<file path="src/rtl/eint_pkg.sv">
package eint_pkg;
  typedef enum logic [3:0] {
    TRIG_RISE = 4'd0,
    TRIG_FALL = 4'd1,
    TRIG_HIGH = 4'd2,
    TRIG_LOW  = 4'd3,
    TRIG_BOTH = 4'd4
  } trig_e;

  // Event detector: cur is the synchronised sample, prv the one before it.
  function automatic logic trig_hit(logic [3:0] code, logic cur, logic prv);
    logic r;
    case (code)
      TRIG_RISE: r = cur & ~prv;
      TRIG_FALL: r = ~cur & prv;
      TRIG_HIGH: r = cur;
      TRIG_LOW:  r = ~cur;
      TRIG_BOTH: r = cur ^ prv;
      default:   r = 1'b0;
    endcase
    return r;
  endfunction
endpackage

</file>
<file path="src/rtl/eint_sync.sv">
module eint_sync #(
  parameter int WIDTH = 32
) (
  input  logic             clk,
  input  logic             rst,
  input  logic [WIDTH-1:0] raw,
  output logic [WIDTH-1:0] cur,
  output logic [WIDTH-1:0] prv
);
  logic [WIDTH-1:0] meta_q, sync_q, last_q;

  always_ff @(posedge clk) begin
    if (rst) begin
      meta_q <= '0;
      sync_q <= '0;
      last_q <= '0;
    end else begin
      meta_q <= raw;
      sync_q <= meta_q;
      last_q <= sync_q;
    end
  end

  assign cur = sync_q;
  assign prv = last_q;
endmodule

</file>
<file path="src/rtl/eint_bank.sv">
module eint_bank
  import eint_pkg::*;
#(
  parameter int LINES = 32,
  parameter int OFF_W = 5
) (
  input  logic               clk,
  input  logic               rst,
  input  logic               sel,
  input  logic               wr,
  input  logic [OFF_W-1:0]   off,
  input  logic [31:0]        wdata,
  input  logic [LINES-1:0]   cur,
  input  logic [LINES-1:0]   prv,
  output logic [31:0]        rdata,
  output logic [LINES-1:0]   pend,
  output logic [LINES-1:0]   en,
  output logic [4*LINES-1:0] modes
);
  localparam int CFG_WORDS = (LINES + 7) / 8;
  localparam logic [OFF_W-1:0] CTL_OFF = OFF_W'(16);
  localparam logic [OFF_W-1:0] STS_OFF = OFF_W'(20);
  localparam logic [OFF_W-1:0] CFG_END = OFF_W'(CFG_WORDS * 4);

  logic [3:0]       mode_q [LINES];
  logic [LINES-1:0] en_q, sts_q, hit, clr;
  logic [OFF_W-3:0] word;
  logic             is_cfg, is_ctl, is_sts;

  assign word   = off[OFF_W-1:2];
  assign is_cfg = sel && (off < CFG_END) && (off[1:0] == 2'b00);
  assign is_ctl = sel && (off == CTL_OFF);
  assign is_sts = sel && (off == STS_OFF);

  // Per-line event detection, gated by the line's enable
  for (genvar n = 0; n < LINES; n++) begin : g_line
    assign hit[n] = en_q[n] & trig_hit(mode_q[n], cur[n], prv[n]);
    assign modes[4*n +: 4] = mode_q[n];

    always_ff @(posedge clk) begin
      if (rst)
        mode_q[n] <= '0;
      else if (wr && is_cfg && (int'(word) == n / 8))
        mode_q[n] <= wdata[4*(n%8) +: 4];
    end
  end

  assign clr = (wr && is_sts) ? wdata[LINES-1:0] : '0;

  always_ff @(posedge clk) begin
    if (rst) begin
      en_q  <= '0;
      sts_q <= '0;
    end else begin
      if (wr && is_ctl)
        en_q <= wdata[LINES-1:0];
      // a fresh event outranks a same-cycle clear
      sts_q <= hit | (sts_q & ~clr);
    end
  end

  always_comb begin
    rdata = '0;
    if (is_cfg) begin
      for (int n = 0; n < LINES; n++)
        if (n / 8 == int'(word))
          rdata[4*(n%8) +: 4] = mode_q[n];
    end else if (is_ctl) begin
      rdata = 32'(en_q);
    end else if (is_sts) begin
      rdata = 32'(sts_q);
    end
  end

  assign pend = sts_q;
  assign en   = en_q;
endmodule

</file>
<file path="src/rtl/eint_ctrl.sv">
module eint_ctrl #(
  parameter int NUM_BANKS = 5,
  parameter int LINES     = 32,
  parameter int ADDR_W    = 12,
  parameter int BASE_ADDR = 'h200
) (
  input  logic                       clk,
  input  logic                       rst,
  input  logic                       bus_wr,
  input  logic                       bus_rd,
  input  logic [ADDR_W-1:0]          bus_addr,
  input  logic [31:0]                bus_wdata,
  output logic [31:0]                bus_rdata,
  input  logic [NUM_BANKS*LINES-1:0] pads,
  output logic                       irq_out
);
  localparam int OFF_W  = 5;
  localparam int STRIDE = 1 << OFF_W;
  localparam int TOTAL  = NUM_BANKS * LINES;
  localparam int BIDX_W = ADDR_W - OFF_W;

  logic [ADDR_W-1:0] rel;
  logic              in_win;
  logic [TOTAL-1:0]  cur, prv, pend_all, en_all;
  logic [4*TOTAL-1:0] mode_all;
  logic [31:0]       bank_rd [NUM_BANKS];
  logic [31:0]       rd_mux;
  logic              irq_q;
  logic [31:0]       rdata_q;

  assign rel    = bus_addr - ADDR_W'(BASE_ADDR);
  assign in_win = (bus_addr >= ADDR_W'(BASE_ADDR)) &&
                  (rel < ADDR_W'(NUM_BANKS * STRIDE));

  eint_sync #(.WIDTH(TOTAL)) u_sync (
    .clk (clk),
    .rst (rst),
    .raw (pads),
    .cur (cur),
    .prv (prv)
  );

  for (genvar b = 0; b < NUM_BANKS; b++) begin : g_bank
    logic bsel;
    assign bsel = in_win && (rel[ADDR_W-1:OFF_W] == BIDX_W'(b));

    eint_bank #(.LINES(LINES), .OFF_W(OFF_W)) u_bank (
      .clk   (clk),
      .rst   (rst),
      .sel   (bsel),
      .wr    (bus_wr),
      .off   (rel[OFF_W-1:0]),
      .wdata (bus_wdata),
      .cur   (cur[b*LINES +: LINES]),
      .prv   (prv[b*LINES +: LINES]),
      .rdata (bank_rd[b]),
      .pend  (pend_all[b*LINES +: LINES]),
      .en    (en_all[b*LINES +: LINES]),
      .modes (mode_all[4*b*LINES +: 4*LINES])
    );
  end

  always_comb begin
    rd_mux = '0;
    for (int b = 0; b < NUM_BANKS; b++)
      rd_mux = rd_mux | bank_rd[b];
  end

  always_ff @(posedge clk) begin
    if (rst) begin
      rdata_q <= '0;
      irq_q   <= 1'b0;
    end else begin
      rdata_q <= bus_rd ? rd_mux : '0;
      irq_q   <= |(pend_all & en_all);
    end
  end

  assign bus_rdata = rdata_q;
  assign irq_out   = irq_q;
endmodule

</file>
<file path="config.mk">
export PLATFORM = sky130hd
export DESIGN_NAME = eint_ctrl
export DESIGN_NICKNAME = d
export VERILOG_FILES = /design/src/rtl/eint_pkg.sv /design/src/rtl/eint_sync.sv /design/src/rtl/eint_bank.sv /design/src/rtl/eint_ctrl.sv
export SDC_FILE = /design/constraint.sdc
export NUM_CORES = 2
export LEC_CHECK = 0
export ABC_AREA = 1
export CAP_MARGIN = 20
export CORE_MARGIN = 5
export CORE_UTILIZATION = 50
export DETAILED_ROUTE_END_ITERATION = 7
export HOLD_SLACK_MARGIN = 0.12
export MAX_ROUTING_LAYER = met4
export PLACE_DENSITY = 0.73
export SYNTH_ARGS = -nofsm -noshare
export SYNTH_HDL_FRONTEND = slang
export SYNTH_SLANG_ARGS = --single-unit
</file>
<file path="constraint.sdc">
create_clock -name clk -period 6 [get_ports clk]
set_input_delay 1.8 -clock clk [delete_from_list [all_inputs] [get_ports clk]]
set_output_delay 1.8 -clock clk [all_outputs]
set_load 0.03 [all_outputs]
</file>
# [Word-level counts from Yosys, hierarchy flattened]
# Memory sizes are Yosys's and may differ from the RTL's.
# Cells that the tools add are included.
# W data, S select, Z words.
[word_totals] reg_bits=833 ramBits=640 in_bits=208 out_inout_bits=33 memories=5
[mem_list] memory="g_bank[0].u_bank.mode_q" words=32 word_bits=4 rd=32 rd_clocked_by_memory_dff=0 wr=32 line_no="eint_bank.sv:25" text="logic [3:0] mode_q [LINES];"
[mem_list] memory="g_bank[1].u_bank.mode_q" words=32 word_bits=4 rd=32 rd_clocked_by_memory_dff=0 wr=32 line_no="eint_bank.sv:25"
[mem_list] memory="g_bank[2].u_bank.mode_q" words=32 word_bits=4 rd=32 rd_clocked_by_memory_dff=0 wr=32 line_no="eint_bank.sv:25"
[mem_list] memory="g_bank[3].u_bank.mode_q" words=32 word_bits=4 rd=32 rd_clocked_by_memory_dff=0 wr=32 line_no="eint_bank.sv:25"
[mem_list] memory="g_bank[4].u_bank.mode_q" words=32 word_bits=4 rd=32 rd_clocked_by_memory_dff=0 wr=32 line_no="eint_bank.sv:25"
[op_classes] addsub=1 n_lt_le_gt_ge=3 eq_ne=652 n_mux=562 bitwise=1141 reduce_logical=226
[op_table] cell="$eq A4 B2 Y1 const B" n=320
[op_table] cell="$mux W4" n=320
[op_table] cell="$pmux W1 S5" n=160
[op_table] cell="$eq A4 B1 Y1 const B" n=160
[op_table] cell="$eq A4 B3 Y1 const B" n=160
[op_table] cell="$logic_not A4 Y1" n=160
[op_table] cell="$mux W32" n=20
[op_table] cell="$and A1 B1 Y1" n=480
[op_table] cell="$not A1 Y1" n=321
[op_table] cell="$or A32 B32 Y32" n=9
[op_table] cell="$and A160 B160 Y160" n=1
[op_table] cell="$and A32 B32 Y32" n=5
[op_table] cell="$not A32 Y32" n=5
[op_table] cell="$or A1 B1 Y1" n=160
[op_table] cell="$reduce_or A160 Y1" n=1
[op_table] cell="$xor A1 B1 Y1" n=160
[op_table] cell="$mux W1" n=62
[op_table] cell="$logic_and A1 B1 Y1" n=61
[op_table] cell="$eq A7 B2 Y1 const B" n=2
[op_table] cell="$ge A12 B10 Y1 const B" n=1
[op_table] cell="$lt A12 B8 Y1 const B" n=1
[op_table] cell="$sub A12 B10 Y12 const B" n=1
[op_table] cell="$eq A5 B5 Y1 const B" n=2
[op_table] cell="$eq A7 B1 Y1 const B" n=1
[op_table] cell="other kinds (10)" n=12

# [Depth between registers and ports, before layout]
[depth] word_depth=12 mapped_depth=15 mapped_depth_nobuf=13

# [Modules after synthesis]
# A second synthesis with hierarchy kept.
[unflattened] cells_unflattened=9946 area_unflattened_um2=73822.1
[modules_own_cells] module="eint_bank" n_inst=5 cells_per_inst=1598 area_each_um2=11561.1 seq_area_each_um2=5124.9
[modules_own_cells] module="eint_sync" n_inst=1 cells_per_inst=1493 area_each_um2=13515.5 seq_area_each_um2=9609.2
[modules_own_cells] module="eint_ctrl" n_inst=1 cells_per_inst=463 area_each_um2=2501.1 seq_area_each_um2=660.6

# [Worst setup path before layout]
# Ideal clock, no wire load.
[synth_path] path_type="input to register" startpoint="in bus_addr[10]" endpoint="mem g_bank[3].u_bank.mode_q[0][0] (enable)" arrival_ns=5.187 t_required_ns=5.534 path_slack_ns=0.347 stages=10 n_path_buf=0 path_cell_list="inv_1 ha_1 nand2_1 nor2_2 nand2_2 nor2_8 nand2_2 nor2_4 nand2_4 o21ai_0"
[synth_lines] item="from (decl)" line_no="eint_ctrl.sv:11" text="input logic [ADDR_W-1:0] bus_addr,"
[synth_lines] item="to (decl)" line_no="eint_bank.sv:25"

# [Worst setup path in the final report]
[layout_path] startpoint="in bus_addr[9]" endpoint="reg rdata_q[8], in the netlist bus_rdata[8]"
[layout_between] elab_chain_cells=12 word_cells_on_any_way=53 cone_classes="add/sub (1); order compare (2); eq/ne (4); mux (15); bitwise (4); reduce/logical (27)"
[layout_rtl] item="$sub A12 B10 Y12" line_no="eint_ctrl.sv:31" text="assign rel = bus_addr - ADDR_W'(BASE_ADDR);"
[layout_rtl] item="$lt A12 B8 Y1" line_no="eint_ctrl.sv:33" text="(rel < ADDR_W'(NUM_BANKS * STRIDE));"
[layout_rtl] item="$logic_and A1 B1 Y1" line_no="eint_ctrl.sv:32" text="assign in_win = (bus_addr >= ADDR_W'(BASE_ADDR)) &&"
[layout_rtl] item="$logic_and A1 B1 Y1" line_no="eint_ctrl.sv:45" text="assign bsel = in_win && (rel[ADDR_W-1:OFF_W] == BIDX_W'(b));"
[layout_rtl] item="$logic_and A1 B1 Y1" line_no="eint_bank.sv:33" text="assign is_sts = sel && (off == STS_OFF);"
[layout_rtl] item="$mux W32" line_no="eint_bank.sv:70" text="end else if (is_sts) begin"
[layout_rtl] item="$mux W32" line_no="eint_bank.sv:68" text="end else if (is_ctl) begin"
[layout_rtl] item="$mux W32" line_no="eint_bank.sv:64" text="if (is_cfg) begin"
[layout_rtl] item="$or A32 B32 Y32 (3 in a row)" line_no="eint_ctrl.sv:66" text="rd_mux = rd_mux | bank_rd[b];"
[layout_rtl] item="$or A32 B32 Y32 (*)" line_no="eint_ctrl.sv:66"
[layout_rtl] item="to (signal assigned)" line_no="eint_ctrl.sv:74" text="rdata_q <= bus_rd ? rd_mux : '0;"
[layout_rtl] item="to (decl)" line_no="eint_ctrl.sv:29" text="logic [31:0] rdata_q;"
# Mark *: on every way between the ends. The rest lies on a longest branch, timed or not.
# A chain may end at the register's enable or synchronous reset.

==> results by stage <==
Pwr:
- The share of total power dissipated in combinational logic is 7.4%.
- The switching power as a share of total power is 25.3%.
- The share of power burned in the clock network is 44.2%.
- In this run the power density over the cells is 281 nW/um2.
- The maximum resistive drop on vdd is 0.333 mV.
- The internal power is 17.1 mW.
- For this design the static power due to leakage is 34.2 nW.
- The switching power summed over all nets is 5.81 mW.
- Sequential cells account for 48.3% of the total power.

Die:
- The die covers 151000 um2.
- The number of placement rows is 138.
- The die is 388 um wide.
- The die boundary height is 388 um.
- Once the floorplan was initialized, standard cells occupied 50.4% of the core.
- The core footprint is 142000 um2.
- During I/O placement, the number of pins put on the boundary was 241.

GRT:
- The global-route wire length before repair is 402000 um.
- The global-route usage over all layers is 37.4%.
- The initial antenna violation count is 13.
- The total overflow left after global routing is 0.
- The number of global-route vias before repair is 59000.
- The largest net degree at the start of global routing is 147.

Place:
- The placed instance count is 10700.
- During placement, the flow inserted port buffers numbering 240.
- The detailed placer's ending HPWL is 198000 um.
- At the end of routability-driven placement, the weighted congestion stood at 1.05.

Critical path:
- The startpoint type of the worst setup path is a primary input.
- The worst setup path is of the in2reg kind.
- For this design, the slowest cell found on the critical path is sky130_fd_sc_hd__clkdlybuf4s50_1.
- The category of the worst setup path capture point is a register.
- Traced cell by cell, the critical path runs through clkdlybuf4s50_1 -> inv_1 -> ha_1 -> nand2_1 -> nor2_2 -> nand2_2 -> nor2_8 -> nand2_2 -> nor2_4 -> buf_4 -> nand3_1 -> nand3_1 -> nor2_1 -> a21oi_1.
- The required arrival time at the worst endpoint is 6.71 ns.
- The largest fanout of any net on the critical path is 32.
- At the worst endpoint, the arrival time is 5.06 ns.
- The largest single stage delay on the critical path is 0.57 ns.

Synth:
- The number of different library cells used by synthesis comes to 37.
- The number of instances in the synthesized netlist is 8875.
- The synthesized netlist net count is 9405.
- The Yosys warning count is 0.
- The average instance area after synthesis is 8.07 um2.
- After synthesis the netlist holds a flip-flop and latch count of 1473.
- After synthesis, flip-flops and latches occupy 50.1% of the total area.
- The area of the mapped netlist is 71600 um2.

Clock tree:
- The quantity of hold-fixing buffers added after cts is 0.
- Clock latency on the worst-skew pair, taken at its later pin, is 0.81 ns.
- In this run the deepest clock path goes through 3 buffers.
- The H-tree depth is 4.
- The clock input transition at the sequential cells of the worst setup and hold paths is 0.06 ns.
- For this design, the sink count on the clock tree is 1473.
- Post-CTS repair changed the size of 0 cells.
- The CTS tree is done.
- The clock buffer count from CTS is 162.
- Post-CTS timing repair inserted 0 buffers for setup.
- The clock tree root buffer cell is sky130_fd_sc_hd__clkbuf_16.

STA:
- The sum of negative setup slack is 0 ns.
- Based on the critical path, the design can be clocked at up to 230 MHz.
- For the final database, setup skew stands at 0.0231 ns.
- The headroom to the max-slew limit is 26.2%.
- The share of the clock period used by the worst path after layout is 72.4%.
- Setup violations remaining at the end of the flow were counted as 0.
- Setup repair after global routing left no endpoint under its margin.
- At the pin with the least slew margin, the transition time is 1.09 ns.
- The final-report max-slew violation count is 0.
- The worst path in the final design needs a cycle of 4.34 ns, including I/O delays and setup.
- The hold violation count in the final report is 0.

Finish:
- In the layout the commonest cells are sky130_fd_sc_hd__inv_1, sky130_fd_sc_hd__nor2_1, sky130_fd_sc_hd__nand2_1, sky130_fd_sc_hd__dfxtp_1, sky130_fd_sc_hd__nand3_1.
- The post-route non-filler standard cell count is 11000.
- Leaving out fill and tap cells, the most frequent cell in the layout is sky130_fd_sc_hd__inv_1.
- Across the whole layout, storage elements account for 35900 um2.
- The area growth from synthesis to final layout is 13.7%.
- The final net count is 9481.
- The layout has 12700 filler cells.
- Cells with a size suffix above 1 make up 6.02% of the layout.
- The multi-input gate area in the final layout is 28100 um2.

Route:
- The total number of vias is 63800.
- The post-detailed-routing wire length is 284000 um.
- Once detail routing completed, the nets flagged for antenna violations numbered 0.
- The number of vias per cell after detailed routing is 5.81.
- In the final routed layout, each cell accounts on average for 25.9 um.
- The length of the first detailed-routing pass in iterations is 8.
- For this block, the initial DRC count from the detailed router was 8534.
- The DRC violations left is 15.

Min path:
- The path class of the lowest-slack min-delay path is reg2reg.

Run status:
- The run finished, with violations left.
- The checks that failed: DRC.

Job:
- The max-capacitance violation count is 0.
==> Yosys cell counts <==
master | instances | area (um2)
sky130_fd_sc_hd__inv_1 | 1449 | 5440
sky130_fd_sc_hd__o41ai_1 | 25 | 219
sky130_fd_sc_hd__buf_4 | 10 | 75.1
sky130_fd_sc_hd__clkbuf_1 | 268 | 1010
sky130_fd_sc_hd__inv_2 | 13 | 48.8
sky130_fd_sc_hd__nand2_2 | 12 | 75.1
sky130_fd_sc_hd__nor2_1 | 1383 | 5190
sky130_fd_sc_hd__nand2_1 | 1189 | 4460
sky130_fd_sc_hd__o22ai_1 | 28 | 175
sky130_fd_sc_hd__o2111ai_1 | 24 | 210
sky130_fd_sc_hd__nand3_2 | 2 | 20.0
sky130_fd_sc_hd__nand4_1 | 115 | 719
sky130_fd_sc_hd__nor2_2 | 10 | 62.6
sky130_fd_sc_hd__o32ai_1 | 18 | 158
sky130_fd_sc_hd__buf_2 | 186 | 931
sky130_fd_sc_hd__nand3_4 | 21 | 368
sky130_fd_sc_hd__o21ai_1 | 79 | 395
sky130_fd_sc_hd__nand3_1 | 703 | 3520
sky130_fd_sc_hd__o21ai_0 | 657 | 3290
sky130_fd_sc_hd__buf_6 | 12 | 135
sky130_fd_sc_hd__or2_2 | 20 | 125
sky130_fd_sc_hd__dfxtp_1 | 833 | 16700
sky130_fd_sc_hd__o211ai_1 | 95 | 713
sky130_fd_sc_hd__nor2_8 | 1 | 20.0
sky130_fd_sc_hd__a21oi_1 | 524 | 2620
sky130_fd_sc_hd__ha_1 | 322 | 4030
sky130_fd_sc_hd__a22o_1 | 53 | 464
sky130_fd_sc_hd__nand3b_1 | 56 | 420
sky130_fd_sc_hd__edfxtp_1 | 640 | 19200
sky130_fd_sc_hd__clkinv_4 | 5 | 43.8
sky130_fd_sc_hd__buf_1 | 17 | 63.8
sky130_fd_sc_hd__nand4_2 | 1 | 12.5
sky130_fd_sc_hd__a221oi_1 | 2 | 17.5
sky130_fd_sc_hd__nor2_4 | 6 | 67.6
sky130_fd_sc_hd__nor3_1 | 12 | 60.1
sky130_fd_sc_hd__nand2_4 | 1 | 11.3
sky130_fd_sc_hd__nor4_1 | 83 | 519
==> power groups by stage <==
stage          clock network [mW]  logic [mW]  registers (mW)
4_1_cts                      10.2        1.66            11.1
6_report                     10.1        1.70            11.1
3_5_place_dp                    0        1.65            11.3
3_3_place_gp                    0        1.62            11.3
2_1_floorplan                   0       0.837            11.2
5_1_grt                      10.6        1.79            11.1
==> state kept, by name, summed over array words and instances, names as in the netlist <==
name and cells:
bus_rdata 32, g_bank.u_bank.en 160, g_bank.u_bank.mode_q 640, g_bank.u_bank.pend 160
irq_out 1, u_sync.cur 160, u_sync.meta_q 160, u_sync.prv 160
==> worst max-delay path, delay by kind of cell <==
kind	cells	cell delay, ns
compound gates	1	0.19
fa+ha+maj	1	0.29
buf+inv	3	1.03
simple gates	9	1.70
==> layout make-up <==
class | instances | share of cell area, %
clock inverters | 78 | 0.831
flip-flops and latches | 1473 | 44.1
well taps | 1890 | 2.90
clock buffers | 224 | 5.80
multi-input cells | 5442 | 34.6
diodes | 5 | 0.0154
inverters | 1467 | 6.81
repair buffers | 405 | 4.98
==> metrics by stage <==
stage               util (%)  area, um2  worst slack [ns]  hold WS [ns]  power, mW
floorplan                  -      71600             0.347         0.388       12.0
global placement        53.5      76000             0.964         0.389       12.9
detailed placement      53.6      76000             0.937         0.393       12.9
CTS                     57.4      81400              1.77         0.398       22.9
global route            57.4      81400              1.68         0.410       23.5
finish                  57.4      81400              1.66         0.389       22.9
==> path summary, 6_finish.rpt <==
check	startpoint	endpoint	slack, ns	cells past startpoint
max	bus_addr[9]	bus_rdata[8]	1.66	14
min	u_sync.meta_q[140]	u_sync.cur[140]	0.39	2
max reg2reg	g_bank[0].u_bank.en[10]	irq_out	3.50	9
min reg2reg	u_sync.meta_q[140]	u_sync.cur[140]	0.39	2
==> routing by layer <==
metal	GRT usage, %	share of wire [%]	up-vias	routed length, um
met5	-	0	-	0
met4	19.0	6.3	0	17900
met3	7.67	11	770	30600
met2	56.0	44	3630	124000
met1	48.4	39	30400	111000
li1	-	-	29000	-
==> logic make-up (layout without fill, tap and decap cells) <==
family,after synthesis,after routing,share of synthesized area [%]
and+or+nand+nor,3615,3615,21.9
other,0,5,0
adders and majority gates,322,322,5.63
AOI/OAI and AO/OA,1505,1505,11.5
DFF,1473,1473,50.1
buffers and inverters,1960,2174,10.8
No activity file was read; power rests on OpenSTA's default activity.
